--- src/rtl/vf_rid_pkg.sv ---
`timescale 1ns/1ps
package vf_rid_pkg;

    // Number of low routing-ID bits that hold the function number.
    localparam int FN_BITS = 3;

    typedef enum logic [1:0] {
        SEL_NONE = 2'd0,
        SEL_PF   = 2'd1,
        SEL_VF   = 2'd2
    } sel_e;

endpackage

--- src/rtl/vf_rid_layout.sv ---
`timescale 1ns/1ps
// Works out where the VF block starts and whether it fits on the bus.
module vf_rid_layout #(
    parameter int RID_W  = 8,
    parameter int CNT_W  = 8,
    parameter int SLOG_W = 3,
    parameter int EXT_W  = 17
) (
    input  logic [RID_W-1:0]  pf_rid_i,
    input  logic [RID_W-1:0]  vf_ofs_i,
    input  logic [SLOG_W-1:0] stride_log_i,
    input  logic [CNT_W-1:0]  total_vfs_i,
    input  logic              ari_i,
    output logic [EXT_W-1:0]  first_o,
    output logic              cfg_err_o
);
    import vf_rid_pkg::*;

    localparam logic [EXT_W-1:0] RID_MAX = EXT_W'((1 << RID_W) - 1);

    logic [EXT_W-1:0] span;
    logic [EXT_W-1:0] last;
    logic             over_top;
    logic             dev_moved;

    always_comb begin
        first_o = EXT_W'(pf_rid_i) + EXT_W'(vf_ofs_i);
        if (total_vfs_i == '0) begin
            span = '0;
        end else begin
            span = (EXT_W'(total_vfs_i) - EXT_W'(1)) << stride_log_i;
        end
        last      = first_o + span;
        over_top  = last > RID_MAX;
        dev_moved = last[RID_W-1:FN_BITS] != pf_rid_i[RID_W-1:FN_BITS];
        cfg_err_o = (total_vfs_i != '0) && (over_top || (!ari_i && dev_moved));
    end

endmodule

--- src/rtl/vf_rid_match.sv ---
`timescale 1ns/1ps
// Offset/stride arithmetic: turns a routing ID into a VF index.
module vf_rid_match #(
    parameter int RID_W  = 8,
    parameter int CNT_W  = 8,
    parameter int SLOG_W = 3,
    parameter int EXT_W  = 17
) (
    input  logic [RID_W-1:0]  req_rid_i,
    input  logic [EXT_W-1:0]  first_i,
    input  logic [SLOG_W-1:0] stride_log_i,
    input  logic [CNT_W-1:0]  total_vfs_i,
    input  logic [CNT_W-1:0]  num_vfs_i,
    input  logic              vf_en_i,
    input  logic              cfg_err_i,
    output logic              vf_hit_o,
    output logic [CNT_W-1:0]  vf_idx_o
);
    logic [EXT_W-1:0] req_ext;
    logic [EXT_W-1:0] diff;
    logic [EXT_W-1:0] step_mask;
    logic [EXT_W-1:0] quot;
    logic             ahead;
    logic             aligned;
    logic             in_range;
    logic             count_ok;

    always_comb begin
        req_ext   = EXT_W'(req_rid_i);
        ahead     = req_ext >= first_i;
        diff      = req_ext - first_i;
        step_mask = (EXT_W'(1) << stride_log_i) - EXT_W'(1);
        aligned   = (diff & step_mask) == '0;
        quot      = diff >> stride_log_i;
        in_range  = quot < EXT_W'(num_vfs_i);
        count_ok  = num_vfs_i <= total_vfs_i;
        vf_hit_o  = vf_en_i && !cfg_err_i && ahead && aligned && in_range && count_ok;
        vf_idx_o  = quot[CNT_W-1:0];
    end

endmodule

--- src/rtl/vf_rid_decoder.sv ---
`timescale 1ns/1ps
module vf_rid_decoder #(
    parameter int RID_W  = 8,
    parameter int CNT_W  = 8,
    parameter int SLOG_W = 3,
    parameter int ID_W   = 16
) (
    input  logic              clk,
    input  logic              rst_n,
    input  logic [RID_W-1:0]  pf_rid_i,
    input  logic [RID_W-1:0]  vf_ofs_i,
    input  logic [SLOG_W-1:0] stride_log_i,
    input  logic [CNT_W-1:0]  total_vfs_i,
    input  logic [CNT_W-1:0]  num_vfs_i,
    input  logic              vf_en_i,
    input  logic              ari_i,
    input  logic [ID_W-1:0]   pf_ident_i,
    input  logic [RID_W-1:0]  req_rid_i,
    output logic              hit_o,
    output logic              vf_sel_o,
    output logic [CNT_W-1:0]  vf_idx_o,
    output logic              cfg_err_o,
    output logic [ID_W-1:0]   ident_o
);
    import vf_rid_pkg::*;

    // Wide enough for first VF plus the largest shifted span.
    localparam int EXT_W = CNT_W + (1 << SLOG_W) + 1;
    localparam logic [ID_W-1:0] VF_IDENT = {ID_W{1'b1}};

    typedef struct packed {
        logic             hit;
        sel_e             sel;
        logic [CNT_W-1:0] idx;
        logic             cfg_err;
        logic [ID_W-1:0]  ident;
    } dec_t;

    logic [EXT_W-1:0] first_vf;
    logic             lay_err;
    logic             vf_hit;
    logic [CNT_W-1:0] vf_idx;
    dec_t             dec_d;
    dec_t             dec_q;

    vf_rid_layout #(
        .RID_W (RID_W),
        .CNT_W (CNT_W),
        .SLOG_W(SLOG_W),
        .EXT_W (EXT_W)
    ) i_layout (
        .pf_rid_i    (pf_rid_i),
        .vf_ofs_i    (vf_ofs_i),
        .stride_log_i(stride_log_i),
        .total_vfs_i (total_vfs_i),
        .ari_i       (ari_i),
        .first_o     (first_vf),
        .cfg_err_o   (lay_err)
    );

    vf_rid_match #(
        .RID_W (RID_W),
        .CNT_W (CNT_W),
        .SLOG_W(SLOG_W),
        .EXT_W (EXT_W)
    ) i_match (
        .req_rid_i   (req_rid_i),
        .first_i     (first_vf),
        .stride_log_i(stride_log_i),
        .total_vfs_i (total_vfs_i),
        .num_vfs_i   (num_vfs_i),
        .vf_en_i     (vf_en_i),
        .cfg_err_i   (lay_err),
        .vf_hit_o    (vf_hit),
        .vf_idx_o    (vf_idx)
    );

    always_comb begin
        dec_d         = '0;
        dec_d.sel     = SEL_NONE;
        dec_d.cfg_err = lay_err;
        if (req_rid_i == pf_rid_i) begin
            // PF routing ID takes precedence over any VF interpretation.
            dec_d.hit   = 1'b1;
            dec_d.sel   = SEL_PF;
            dec_d.ident = pf_ident_i;
        end else if (vf_hit) begin
            dec_d.hit   = 1'b1;
            dec_d.sel   = SEL_VF;
            dec_d.idx   = vf_idx;
            dec_d.ident = VF_IDENT;
        end
    end

    always_ff @(posedge clk or negedge rst_n) begin
        if (!rst_n) begin
            dec_q <= '0;
        end else begin
            dec_q <= dec_d;
        end
    end

    assign hit_o     = dec_q.hit;
    assign vf_sel_o  = dec_q.sel == SEL_VF;
    assign vf_idx_o  = dec_q.idx;
    assign cfg_err_o = dec_q.cfg_err;
    assign ident_o   = dec_q.ident;

    AST_PF_WINS: assert property (@(posedge clk) disable iff (!rst_n)
        (req_rid_i == pf_rid_i) |=> (hit_o && !vf_sel_o && vf_idx_o == '0));
    AST_IDX_BELOW_ACTIVE: assert property (@(posedge clk) disable iff (!rst_n)
        vf_sel_o |-> (vf_idx_o < $past(num_vfs_i)));
    AST_DISABLED_NO_VF: assert property (@(posedge clk) disable iff (!rst_n)
        !vf_en_i |=> !vf_sel_o);
    AST_EMPTY_NO_ERR: assert property (@(posedge clk) disable iff (!rst_n)
        (total_vfs_i == '0) |=> !cfg_err_o);
    AST_ERR_BLOCKS_VF: assert property (@(posedge clk) disable iff (!rst_n)
        cfg_err_o |-> !vf_sel_o);
    AST_VF_IDENT_ONES: assert property (@(posedge clk) disable iff (!rst_n)
        vf_sel_o |-> (hit_o && ident_o == VF_IDENT));
    AST_MISS_IDENT_ZERO: assert property (@(posedge clk) disable iff (!rst_n)
        !hit_o |-> (ident_o == '0 && !vf_sel_o));

endmodule

--- config.mk ---
export PLATFORM = sky130hd
export DESIGN_NAME = vf_rid_decoder
export DESIGN_NICKNAME = d
export VERILOG_FILES = /design/src/rtl/vf_rid_pkg.sv /design/src/rtl/vf_rid_layout.sv /design/src/rtl/vf_rid_match.sv /design/src/rtl/vf_rid_decoder.sv
export SDC_FILE = /design/constraint.sdc
export NUM_CORES = 1
export LEC_CHECK = 0
export BUFFER_PORTS_ARGS = -buffer_cell sky130_fd_sc_hd__buf_2
export CORE_ASPECT_RATIO = 0.8
export CORE_MARGIN = 5
export CORE_UTILIZATION = 50
export DETAILED_ROUTE_END_ITERATION = 10
export MAX_ROUTING_LAYER = met4
export PLACE_DENSITY_LB_ADDON = 0.15
export SLEW_MARGIN = 5
export SYNTH_ARGS = -nofsm -noshare
export SYNTH_HDL_FRONTEND = slang
export SYNTH_SLANG_ARGS = --single-unit
--- constraint.sdc ---
create_clock -name clk -period 0.9 [get_ports clk]
set_clock_uncertainty 0.2 [all_clocks]
set_input_delay 0.045 -clock clk [delete_from_list [all_inputs] [get_ports clk]]
set_output_delay 0.045 -clock clk [all_outputs]
set_load 0.02 [all_outputs]
==> results by group, run 1 <==
Routing
  – Final ANT Viol Nets: 0
  – Uppermost layer routed: met4
  – Wire length per cell: 19.1 um
  – Met3 layer wire length in the routed design: 1370 um
  – 1st-iter DRT viols: 383
  – Routed met1 length: 6670 um
  – Residual DRC: 0
  – Vias per Instance: 5.87
  – Drt first pass iters: 6
  – Detailed-routed wire length on met2: 8280 um
  – Total Routed Length: 16,900 um
  – DR vias: around 5.2k

Timing
  – Hold Vio Cnt, Final: 0
  – Portion of the clock cycle consumed by the worst path in the final layout: 608%
  – Transition time at the pin with the least slew margin: 0.729 ns
  – Post-route setup slack: -4.57 ns
  – Unrepaired setup endpoints after global routing: true
  – Setup TNS: -124.91 ns
  – Final setup violating endpoints: 55
  – Worst relative slew slack: 50.2%
  – Highest clock rate: around 180 MHz
  – Pins Over Slew Limit: 0
  – Minimum period implied by the final worst setup slack: 5.47 ns

Clock tree
  – Buffer depth of the longest clock path: 2
  – Clock tree root driver cell: clkbuf_8
  – Total clock buffers created by CTS: 3
  – Clock slew at the register clock pins of the worst setup and hold paths: 0.09 ns
  – CTS tree: done
  – CTS sink cnt: 28
  – Maximum level of the CTS H-tree: 1

Final layout
  – Growth of design area from synthesis to finish: 65.9%
  – Post-layout net count: a little under 900
  – Number of inserted diodes: 0
  – Design Area, Final: 6770 um2
  – Ratio of cells with drive above 1 in the final layout: 49.0%
  – Final Util: between 80% and 90%

Die
  – Area of the core: 7950 um2
  – Area enclosed by the die boundary: 10,100 um2
  – Top-Level Pins: 90
  – Die H: 90.8 um
  – Initial cell density of the core: 51.4%
  – Horizontal extent of the die: 111 um
  – # rows: 29

Setup path
  – Endpoint required time on the critical path: 0.92 ns
  – Worst path max stage delay: between 0.4 and 0.5 ns
  – Critical path fanouts, max: 7
  – Classification of the worst setup path: in -> reg
  – Crit path capture type: flop
  – Worst path bufs/invs: 5
  – Top delay family on crit path: compound AO/OA/AOI/OAI gates
  – Slowest-stage cell, CP: or4b_4
  – CP Launch Type: input port
  – Arrival time of the worst setup path: 5.49 ns

Global route
  – Overflow left after global routing: 0
  – Wire length of the first global-routing pass: around 24,000 um
  – Antenna violations before repair: 0
  – Total GRT Usage: between 20% and 30%
  – Pin count of the biggest net entering global routing: 29
  – Via count of the first global-routing pass: 5,012

Synth
  – Flip-flop and latch count after synthesis: 28
  – Portion of netlist area occupied by mux cells: approximately 3.9%
  – Share of synthesized flip-flops with an asynchronous set or reset: 100%
  – Mapped Cells: 514
  – Count of unique library cells instantiated by Yosys: 70
  – Sequential element share of the synthesized area: 17.2%
  – Mapped Nets: a little over 600
  – Fraction of the mapped netlist area in compound gates: between 20% and 30%
  – Cell types with the largest area share after synthesis: dfrtp_1 (17%), ha_1 (13%), xnor2_1 (5.6%)
  – Syn avg cell area: 7.94 um2
  – Simple-gate share of the synthesized area: 20.4%
  – Post-synthesis adder-cell area fraction: 14.7%
  – Number of enable flip-flop cells after synthesis: 0
  – Fraction of synthesized cell area in xor and xnor cells: 7.08%
  – Netlist area before placement: 4080 um2
  – Most used flip-flop cell after synthesis: dfrtp_1
  – Ys Warns: 0
  – Combinational family with the most area after synthesis: compound AO/OA/AOI/OAI gates
  – Most area-hungry cell type in the Yosys netlist: dfrtp_1
  – Portion of synthesized cell area occupied by the leading cell type: between 10% and 20%

Place
  – Instance area after placement: 5900 um2
  – Count of port buffers added during placement: 89
  – Half-perimeter wire length after detailed placement: ~11,000 um
  – Last weighted congestion value of the routability-driven placer: 0.972

Hold path
  – Type of the most critical hold path: in -> async

Outcome
  – Violations in the final reports: negative setup slack
  – Outcome: finished with violations

Power
  – Max IR drop VDD: 0.00108 V
  – Power density relative to cell area: 1190 nW/um2
  – Standby leakage power: 3.46 nW

Run
  – Number of violations of the max-capacitance limit: 0
-- how the worst max path moves through the flow --
stage | start | cells after the start | to | slack [ns]
floorplan | pf_rid_i[0] | 27 | vf_idx_o[5] | -4.19
global placement | pf_rid_i[0] | 26 | vf_idx_o[3] | -4.62
detailed placement | pf_rid_i[0] | 27 | vf_idx_o[7] | -4.84
CTS | pf_rid_i[0] | 28 | vf_idx_o[7] | -4.24
global route | pf_rid_i[1] | 30 | vf_idx_o[0] | -4.79
finish | pf_rid_i[0] | 28 | vf_idx_o[6] | -4.57
-- registers in the layout, summed over array words and instances, names as in the netlist --
register / cells
hit_o: 1
dec_q: 2
cfg_err_o: 1
ident_o: 16
vf_idx_o: 8
-- per-stage QoR --
| stage | hold WS, ns | setup WS (ns) | total power, W | cells |
|---|---|---|---|---|
| after floorplan | -0.451 | -4.19 | 0.00403 | 514 |
| after global placement | -0.203 | -4.62 | 0.00610 | 845 |
| after detailed placement | -0.202 | -4.84 | 0.00621 | 845 |
| after CTS | 0.0654 | -4.24 | 0.00730 | 879 |
| after global routing | 0.110 | -4.79 | 0.00847 | 884 |
| final | 0.0778 | -4.57 | 0.00803 | 884 |
-- kinds of logic (layout without fill, tap and decap cells) --
| kind of cell | after synthesis | after routing |
|---|---|---|
| multiplexers | 14 | 14 |
| AO/OA/AOI/OAI | 157 | 160 |
| buffers and inverters | 86 | 345 |
| AND/OR/NAND/NOR | 150 | 150 |
| XOR/XNOR | 33 | 33 |
| adder cells (fa/ha/maj) | 46 | 46 |
| flip-flops | 28 | 28 |
-- cell usage in the layout (no fill, tap or decap), drive strengths merged, types with 8 or more instances in the layout --
cell         instances
buf                283
ha                  43
inv                 40
a21oi               39
nor2                35
dfrtp               28
nand2               28
a21o                27
xnor2               26
o21ai               23
dlygate4sd3         17
nor3                12
and2                12
a211oi              11
and3                 9
o211ai               8
a31oi                8
o21a                 8
-- layout make-up --
| cell class | instances | area, um2 |
|---|---|---|
| tap | 108 | 135 |
| clock buffer | 4 | 55.1 |
| inverter | 41 | 154 |
| multi-input combinational | 403 | 3420 |
| timing repair buffer | 300 | 2310 |
| fill | 432 | 1170 |
| sequential | 28 | 701 |
-- metal layers --
layer  up-vias  GRT usage (%)
li1       2384              -
met1      2461           36.3
met2       283           52.4
met3        64           3.35
met4         0           5.67
met5         -              -
-- synthesized netlist by cell type, types with 6 or more instances --
cell and n:
ha_1 43, inv_1 40, a21oi_1 39, nor2_1 35
dfrtp_1 28, nand2_1 28, a21o_1 27, xnor2_1 26
buf_4 24, o21ai_0 22, clkbuf_1 14, and2_1 12
nor3_1 12, a211oi_1 10, a31oi_1 8, and3_1 8
o211ai_1 8, mux2i_1 7, nand3_1 7, nand4_1 7
xor2_1 7, mux2_2 6, nand2b_1 6
-- report_power, final --
part	internal, W	switching [W]	leakage, nW	total (W)
clock network	0.000392	0.000384	0.0288	0.000775
registers	0.00126	0.00000445	0.386	0.00127
logic	0.00307	0.00292	3.04	0.00599
total	0.00473	0.00331	3.46	0.00803
-- timing repair --
item | in CTS | in global routing
hold buffers | 17 | 0
pin swaps | 22 | 14
gates cloned | 3 | 0
gates resized for setup | 99 | 30
buffers inserted | 10 | 5
hold endpoints to repair | 44 | 0
setup endpoints to repair | 55 | 55
(Power assumes the default switching activity.)
==> run 2, diff against run 1 <==
- CORE_ASPECT_RATIO: 0.8 -> 1.1
- SETUP_SLACK_MARGIN: unset -> 0.3
==> results by group, run 2 (same netlist as run 1, synthesis figures left out) <==
Timing
  – Portion of the clock cycle consumed by the worst path in the final layout: 619%
  – Transition time at the pin with the least slew margin: ~0.56 ns
  – Worst relative slew slack: 62.8%
  – Unrepaired setup endpoints after global routing: true
  – Post-route setup slack: -4.67 ns
  – Minimum period implied by the final worst setup slack: approximately 5.6 ns
  – Hold Vio Cnt, Final: 44
  – Highest clock rate: around 180 MHz
  – Pins Over Slew Limit: 0
  – Final setup violating endpoints: 55
  – Worst hold margin: -0.497 ns
  – Setup TNS: -126.92 ns

Place
  – Count of port buffers added during placement: 89
  – Half-perimeter wire length after detailed placement: 11,500 um
  – Last weighted congestion value of the routability-driven placer: 0.978

Final layout
  – Number of inserted diodes: 0
  – Number of flip-flops in the largest register: 16
  – Ratio of cells with drive above 1 in the final layout: around 52%
  – Leading cell type in the layout, fill and taps excluded: buf_4
  – Post-layout net count: roughly 900
  – Filler cell count in the final layout: just over 400
  – Growth of design area from synthesis to finish: 69.4%
  – Highest-count cells in the layout ignoring fill and taps: buf_4 (185), buf_2 (54), buf_6 (50)

Clock tree
  – Maximum level of the CTS H-tree: 1
  – CTS tree: done
  – Total clock buffers created by CTS: 3
  – Clock slew at the register clock pins of the worst setup and hold paths: 0.11 ns
  – Clock tree root driver cell: clkbuf_8
  – Buffer depth of the longest clock path: 2
  – CTS sink cnt: 28

Setup path
  – Crit path capture type: flop
  – Endpoint required time on the critical path: about 0.91 ns
  – Worst Setup SP: pf_rid_i[0]
  – Critical path fanouts, max: 7
  – Arrival time of the worst setup path: 5.58 ns
  – Classification of the worst setup path: in -> reg
  – CP Launch Type: input port

Die
  – Area of the core: 7960 um2
  – Initial cell density of the core: 51.3%
  – Top-Level Pins: 90
  – Die H: 105 um
  – Area enclosed by the die boundary: 10,100 um2
  – Horizontal extent of the die: 96.1 um
  – # rows: 34

Power
  – Share of total power consumed by net switching: 41.6%
  – Combinational cell fraction of total power: between 70% and 80%
  – Max IR drop VDD: 0.000996 V
  – Int Power: just over 0.005 W
  – Power density relative to cell area: 1260 nW/um2
  – Standby leakage power: around 3.5 nW
  – Part of the total power dissipated in sequential elements: 14.6%
  – Fraction of power consumed by the clock network: between 10% and 20%
  – Switching power of the nets: around 0.0036 W

Hold path
  – Type of the most critical hold path: in -> async

Global route
  – Antenna violations before repair: 0
  – Pin count of the biggest net entering global routing: 29
  – Total GRT Usage: 34.1%
  – Via count of the first global-routing pass: between 5k and 6k
  – Overflow left after global routing: 0
  – Wire length of the first global-routing pass: 26,600 um

Routing
  – Met3 layer wire length in the routed design: about 1300 um
  – Total Routed Length: 18,400 um
  – Drt first pass iters: 6
  – 1st-iter DRT viols: 422
  – Detailed-routed wire length on met2: between 9000 and 10,000 um
  – Vias per Instance: 6.13
  – Final ANT Viol Nets: 0
  – Routed met1 length: 6560 um
  – Uppermost layer routed: met4
  – Residual DRC: 0
  – Wire length per cell: 21.0 um
  – DR vias: 5,386

Outcome
  – Outcome: finished with violations
  – Violations in the final reports: negative hold slack, negative setup slack

Run
  – Number of violations of the max-capacitance limit: 0
==> run 2: cell count changes in the layout (fill, tap and decap cells not counted), sizes merged <==
cell,delta
buf,+11
clkbuf,-1
dlygate4sd3,-17
bufinv,+1
==> run 2: worst max path at each step <==
stage	to	slack, ns	cells after the start
floorplan	vf_idx_o[5]	-4.19	27
global placement	vf_idx_o[3]	-4.56	27
detailed placement	vf_idx_o[5]	-4.87	29
CTS	vf_idx_o[5]	-4.26	27
global route	vf_idx_o[0]	-4.82	28
finish	vf_idx_o[0]	-4.67	27
==> run 2: cell type report <==
cell class	count	area [um2]	area share, %
Clock buffer	3	41.3	0.597
Sequential cell	28	701	10.1
Clock inverter	1	30.0	0.434
Timing Repair Buffer	294	2320	33.6
Multi-Input combinational cell	403	3530	51.0
Inverter	41	154	2.23
Tap cell	108	135	1.95
==> run 2: timing repair <==
action | in CTS | in global routing
resized for setup | 123 | 39
setup buffers | 12 | 9
cloned | 4 | 0
hold endpoints to repair | 44 | 44
endpoints found under the setup margin | 55 | 55
pin swaps | 31 | 16
==> run 2: metrics by stage <==
step | total power (W) | cell area (um2) | setup WS [ns] | instances | util (%)
final | 0.00872 | 6910 | -4.67 | 878 | 86.9
after global routing | 0.00914 | 6910 | -4.82 | 878 | 86.9
after CTS | 0.00768 | 6640 | -4.26 | 869 | 83.5
after detailed placement | 0.00633 | 5950 | -4.87 | 849 | 74.8
after global placement | 0.00615 | 5950 | -4.56 | 849 | 74.8
after floorplan | 0.00403 | 4360 | -4.19 | 514 | -
==> run 2: per-layer routing <==
layer / GRT usage (%) / vias to the layer above
met5: - / -
met4: 16.3 / 0
met3: 4.31 / 124
met2: 60.1 / 330
met1: 36.8 / 2562
li1: - / 2370
==> run 2: worst max-delay path, cell delays in order <==
cell       delay [ns]
buf_8            0.10
ha_4             0.16
fa_2             0.35
a21o_1           0.21
a21oi_4          0.17
o21ba_4          0.17
inv_2            0.04
a21oi_4          0.14
xnor2_2          0.14
inv_1            0.11
ha_4             0.30
a21boi_2         0.20
o21ai_2          0.09
or4b_4           0.56
and2_4           0.16
o21ai_2          0.12
mux2_4           0.19
ha_4             0.20
a21o_1           0.15
a21o_1           0.18
a21oi_2          0.18
or4b_4           0.52
o31ai_4          0.22
o2111ai_2        0.20
nor2_4           0.25
o21a_4           0.20
o21a_1           0.19
==> run 2: power groups by stage <==
| stage | clock [W] | sequential, W | combinational [W] |
|---|---|---|---|
| 3_3_place_gp | 0 | 0.00129 | 0.00485 |
| 4_1_cts | 0.000968 | 0.00127 | 0.00544 |
| 5_1_grt | 0.00106 | 0.00127 | 0.00681 |
| 3_5_place_dp | 0 | 0.00129 | 0.00504 |
| 6_report | 0.00102 | 0.00127 | 0.00643 |
| 2_1_floorplan | 0 | 0.00130 | 0.00274 |
